==> src/rtl/cbc_pkg.sv <==
package cbc_pkg;
  localparam int REG_W = 4;
  localparam logic [REG_W-1:0] UNLOCK_KEY = 4'hA;
  localparam logic [7:0] IDLE_BYTE = 8'hFF;

  function automatic logic in_reg_win(input logic [15:0] a);
    return a[15:14] == 2'b00;
  endfunction

  function automatic logic in_rom_win(input logic [15:0] a);
    return a[15] == 1'b0;
  endfunction

  function automatic logic in_ram_win(input logic [15:0] a);
    return a[15:13] == 3'b101;
  endfunction
endpackage

==> src/rtl/cbc_regs.sv <==
module cbc_regs
  import cbc_pkg::*;
(
  input  logic             clk,
  input  logic             rst,
  input  logic             wr_gate,
  input  logic             wr_bank,
  input  logic [REG_W-1:0] wdata_lo,
  output logic [REG_W-1:0] bank_q,
  output logic             ram_en
);
  always_ff @(posedge clk) begin
    if (rst) begin
      bank_q <= '0;
      ram_en <= 1'b0;
    end else begin
      if (wr_gate) ram_en <= (wdata_lo == UNLOCK_KEY);
      if (wr_bank) bank_q <= wdata_lo;
    end
  end
endmodule

==> src/rtl/cbc_bankmap.sv <==
module cbc_bankmap #(
  parameter int ROM_BANKS = 16,
  parameter int REG_W     = 4
) (
  input  logic [REG_W-1:0] raw,
  output logic [REG_W-1:0] eff
);
  localparam logic [REG_W-1:0] BANK_MASK = REG_W'(ROM_BANKS - 1);
  logic [REG_W-1:0] promoted;

  assign promoted = (raw == '0) ? REG_W'(1) : raw;

  generate
    if (ROM_BANKS >= (1 << REG_W)) begin : g_full
      assign eff = promoted;
    end else begin : g_masked
      assign eff = promoted & BANK_MASK;
    end
  endgenerate
endmodule

==> src/rtl/cbc_nibram.sv <==
module cbc_nibram #(
  parameter int DEPTH = 512,
  parameter int WIDTH = 4,
  localparam int AW   = $clog2(DEPTH)
) (
  input  logic             clk,
  input  logic             we,
  input  logic [AW-1:0]    addr,
  input  logic [WIDTH-1:0] wdata,
  output logic [WIDTH-1:0] rdata
);
  logic [WIDTH-1:0] mem [DEPTH];

  always_ff @(posedge clk) begin
    if (we) mem[addr] <= wdata;
  end

  assign rdata = mem[addr];
endmodule

==> src/rtl/cbc_ctrl.sv <==
module cbc_ctrl
  import cbc_pkg::*;
#(
  parameter int ROM_BANKS = 16,
  parameter int RAM_DEPTH = 512
) (
  input  logic        clk,
  input  logic        rst,
  input  logic [15:0] cpu_addr,
  input  logic [7:0]  cpu_wdata,
  input  logic        cpu_wr,
  input  logic        cpu_rd,
  input  logic [7:0]  rom_rdata,
  output logic [7:0]  cpu_rdata,
  output logic [17:0] rom_addr
);
  localparam int RAM_AW = $clog2(RAM_DEPTH);

  logic [REG_W-1:0] bank_q;
  logic [REG_W-1:0] eff_bank;
  logic             ram_en;
  logic             reg_wr;
  logic             ram_we;
  logic [REG_W-1:0] ram_q;
  logic             unused_wdata_hi;

  assign unused_wdata_hi = ^cpu_wdata[7:4];
  assign reg_wr = cpu_wr && in_reg_win(cpu_addr);
  assign ram_we = cpu_wr && in_ram_win(cpu_addr) && ram_en;

  cbc_regs u_regs (
    .clk      (clk),
    .rst      (rst),
    .wr_gate  (reg_wr && !cpu_addr[8]),
    .wr_bank  (reg_wr && cpu_addr[8]),
    .wdata_lo (cpu_wdata[REG_W-1:0]),
    .bank_q   (bank_q),
    .ram_en   (ram_en)
  );

  cbc_bankmap #(.ROM_BANKS(ROM_BANKS), .REG_W(REG_W)) u_map (
    .raw (bank_q),
    .eff (eff_bank)
  );

  cbc_nibram #(.DEPTH(RAM_DEPTH), .WIDTH(REG_W)) u_ram (
    .clk   (clk),
    .we    (ram_we),
    .addr  (cpu_addr[RAM_AW-1:0]),
    .wdata (cpu_wdata[REG_W-1:0]),
    .rdata (ram_q)
  );

  assign rom_addr = {(cpu_addr[14] ? eff_bank : {REG_W{1'b0}}), cpu_addr[13:0]};

  always_comb begin
    cpu_rdata = IDLE_BYTE;
    if (cpu_rd) begin
      if (in_rom_win(cpu_addr))
        cpu_rdata = rom_rdata;
      else if (in_ram_win(cpu_addr) && ram_en)
        cpu_rdata = {4'hF, ram_q};
    end
  end
endmodule

==> config.mk <==
export PLATFORM = sky130hd
export DESIGN_NAME = cbc_ctrl
export DESIGN_NICKNAME = d
export VERILOG_FILES = /design/src/rtl/cbc_pkg.sv /design/src/rtl/cbc_regs.sv /design/src/rtl/cbc_bankmap.sv /design/src/rtl/cbc_nibram.sv /design/src/rtl/cbc_ctrl.sv
export SDC_FILE = /design/constraint.sdc
export NUM_CORES = 2
export LEC_CHECK = 0
export BUFFER_PORTS_ARGS = -buffer_cell sky130_fd_sc_hd__buf_2
export CAP_MARGIN = 20
export CORE_UTILIZATION = 35
export CTS_BUF_LIST = sky130_fd_sc_hd__clkbuf_8
export CTS_CLUSTER_DIAMETER = 200
export DETAILED_ROUTE_END_ITERATION = 16
export HOLD_SLACK_MARGIN = 0.02
export PLACE_DENSITY_LB_ADDON = 0.08
export SLEW_MARGIN = 20
export SYNTH_ARGS = -nofsm -noshare
export SYNTH_HDL_FRONTEND = slang
export SYNTH_HIERARCHICAL = 1
export SYNTH_SLANG_ARGS = --single-unit
==> constraint.sdc <==
create_clock -name clk -period 3.1 [get_ports clk]
set_input_delay 0.31 -clock clk [delete_from_list [all_inputs] [get_ports clk]]
set_output_delay 0.31 -clock clk [all_outputs]
set_load 0.02 [all_outputs]
==> impl_results.md <==
* Status: finished with violations
* Failing checks: negative setup slack
* Clock H-tree levels at 5
* Largest net degree at the start of global routing at 144
* Pleak at 32.4 nW
* Placed Cells at 7737
* TritonCTS clock tree: done
* Clock slew at reported path FFs at 60 ps
* Final worst-path setup slack at -1540 ps
* Comb power frac at 5.7%
* Wirelength, routed at 252000 µm
* IO Count at 62
* Clock Latency Late Sink at 1060 ps
* Total gr overflow at 0
* Startpoint types: flop
* Finish-stage setup viols at 4
* Site row count at 176
* Iteration-0 DRC Markers at 3808
* Syn Inst Count at 4204
* Sequential share of the synthesized area at 75.8%
* Die W at 484 µm
* Peak Freq at 0.216 GHz
* Post-synthesis cell type with the largest combined area: edfxtp_1
* P per Cell Area at 585 nW/µm²
* Hpwl dp at 168000 µm
* Final hold viol count at 0
* Final instance area at 98300 µm²
* Synth area leaders: edfxtp_1 (76%), mux4_2 (12%), mux2i_1 (3.0%)
* Ys Warns at 6
* GRT Total Usage at 21.4%
* EDFF count, synth at 2048
* Post-Layout Cell Count at 8379
* Ys async rst share at 0%
* Clock Path Buffers at 4
* Area of placed instances at 91200 µm²
* Die ar. at 234000 µm²
* Core ar. at 230000 µm²
* Worst Max-Slew Pin Slew at 1250 ps
* 1st-pass router iterations at 5
* Slew headroom at 14.8%
* Die height at 484 µm
* Clock power share at 41.2%
* DR DRC count at 0
* CTS Buf Count at 366
* Area delta synth->final at 21.0%
* Total number of vias at 44142
* WP data required at 2790 ps
* RSZ-0062 raised after global routing: yes
* Mapped Area at 81300 µm²
* Post-synth top area share at 75.7%
* Post-Syn Nets at 4240
* Initial Utilization at 35.3%
* Vias in the first global route at 46217
* TNS Setup at -5670 ps
* Sequential share of power at 53.1%
* Fin crit share at 150%
* Critical path arrival at 4330 ps
* Peak VDD IR at 0.397 mV
* Critical-path maximum fanout at 1
* Final #Nets at 5120
* Post-Syn Area per Cell at 19.3 µm²
* Root Buffer: clkbuf_8
* # fillers at 20452
* Hold/Removal Path Class: in -> reg
* WS Path Type: reg -> out
* Psw at 13.1 mW
* Skew final at 100 ps
* Critical path endpoint category: primary output
* Max-slew violations at 0
* Port Buffer Count at 49
* Initial antenna violation count at 14
* Max-cap viol count at 0
* First-pass GRT wire length at 357000 µm
* ANT nets after route at 0
* Crit path time final at 4640 ps
* Number of synthesized register bits at 2053
* Share of layout cells above drive strength 1 at 32.9%
* Internal power at 44.4 mW
* Netlist cell types at 74
* Post-synth top flop: edfxtp_1
* Switching Share at 22.7%
* GP Congestion at 0.824
* CTS sink count at 2053
* Drt wl/cell at 30.1 µm
* Avg Vias per Cell at 5.27
==> through the flow <==
stage               util [%]  power (mW)  worst slack, ps  hold slack (ps)
floorplan                  -        32.5            0.975              382
global placement        39.6        34.4            -2360              476
detailed placement      39.6        34.4            -2010              486
CTS                     42.7        58.2            -1750             89.6
global route            42.7        59.5            -1730              129
finish                  42.7        57.5            -1540              208
==> worst max-delay path: stages, from the launching register on <==
cell and delay, ps:
edfxtp_1 350, mux4_2 500, mux2i_2 200, buf_4 180, o22ai_4 80, nor4_4 420
buf_4 190, nand4_1 150, a2111oi_4 250, buf_4 190, nand4_1 140, buf_4 200
o32a_1 300, buf_6 140
==> metal layers <==
metal  GRT usage (%)  part of all wire, %  routed length [µm]
met5               0               0.0079                  20
met4            5.76                  2.3                5730
met3            3.25                  4.5               11400
met2            35.3                   49              123000
met1            29.6                   44              112000
==> synth_stat cells, types with 12 or more instances <==
cell,n
buf_4,41
nand4_1,16
nor2_1,546
nor2b_1,20
o211ai_1,15
buf_1,19
nand2b_1,16
a31oi_1,19
mux2_2,15
a22o_1,13
mux4_2,418
nand2_1,74
buf_2,87
clkbuf_1,146
and2_1,19
a21oi_1,33
o22ai_1,68
nor3_1,19
edfxtp_1,2048
and3_1,12
nand3_1,36
o21ai_0,35
mux2i_1,246
a221oi_1,21
a22oi_1,85
==> sequential cells by signal, indices dropped and copies added, names as in the netlist <==
name / count
u_ram/mem: 2048
u_regs/bank_q: 4
u_regs/ram_en: 1
==> layout make-up <==
cell class / count / area [µm²] / area share, %
diodes: 3 / 7.51 / 0.00763
clock buffers: 378 / 5200 / 5.29
clock inverters: 256 / 1480 / 1.50
inverters: 5 / 21.3 / 0.0216
multi-input cells: 1841 / 18700 / 19.0
flip-flops and latches: 2053 / 61600 / 62.6
well taps: 3026 / 3790 / 3.85
repair buffers: 817 / 7530 / 7.66
==> power groups by stage <==
stage,Sequential (mW),Combinational (mW),Clock (mW)
2_1_floorplan,31.1,1.43,0
3_3_place_gp,31.1,3.29,0
3_5_place_dp,31.1,3.30,0
4_1_cts,30.5,3.34,24.4
5_1_grt,30.5,3.46,25.5
6_report,30.5,3.28,23.7
==> layout by cell type, fill, tap and decap left out, types with 6 or more instances in the layout <==
cell / Yosys / routed
edfxtp_1: 2048 / 2048
buf_4: 41 / 645
nor2_1: 546 / 543
mux4_2: 418 / 420
clkbuf_8: 0 / 379
mux2i_1: 246 / 237
buf_12: 0 / 112
inv_1: 4 / 102
clkinv_1: 0 / 94
a22oi_1: 85 / 84
o22ai_1: 68 / 66
nand2_1: 74 / 65
buf_2: 87 / 38
clkinv_2: 0 / 36
o21ai_0: 35 / 35
a21oi_1: 33 / 32
nand3_1: 36 / 28
a221oi_1: 21 / 21
and2_1: 19 / 18
a31oi_1: 19 / 17
nand2b_1: 16 / 16
bufinv_16: 0 / 16
nand4_1: 16 / 16
o211ai_1: 15 / 15
mux2_2: 15 / 14
nor3_1: 19 / 13
a22o_1: 13 / 13
nor2b_1: 20 / 12
and3_1: 12 / 12
dlygate4sd3_1: 0 / 10
a211oi_1: 11 / 9
clkinvlp_4: 0 / 8
a32oi_1: 8 / 8
nand3_4: 0 / 8
nand2_4: 0 / 8
nor4_1: 11 / 7
buf_8: 1 / 6
==> worst paths after layout <==
kind / startpoint / to / slack, ps / depth (start not counted)
worst max-delay path: u_ram/mem[282][0] / cpu_rdata[0] / -1540 / 13
worst min-delay path: rst / u_regs/bank_q[1] / 210 / 3
worst max register to register: u_regs/ram_en / u_ram/mem[491][3] / 460 / 8
worst min register to register: u_regs/bank_q[3] / u_regs/bank_q[3] / 540 / 2
==> logic make-up after synthesis <==
group                  synth area share (%)
AO/OA/AOI/OAI                          3.08
buffers and inverters                  1.86
flip-flops                             75.8
multiplexers                           15.0
AND/OR/NAND/NOR                        4.31
==> repair_timing <==
| action | CTS | global route |
|---|---|---|
| setup buffers | 0 | 1 |
| hold buffers | 10 | 0 |
| gates resized for setup | 52 | 14 |
| pin swaps | 19 | 6 |
| setup endpoints to repair | 4 | 4 |
| hold endpoints to repair | 957 | 0 |
No activity file was read; power rests on OpenSTA's default activity.
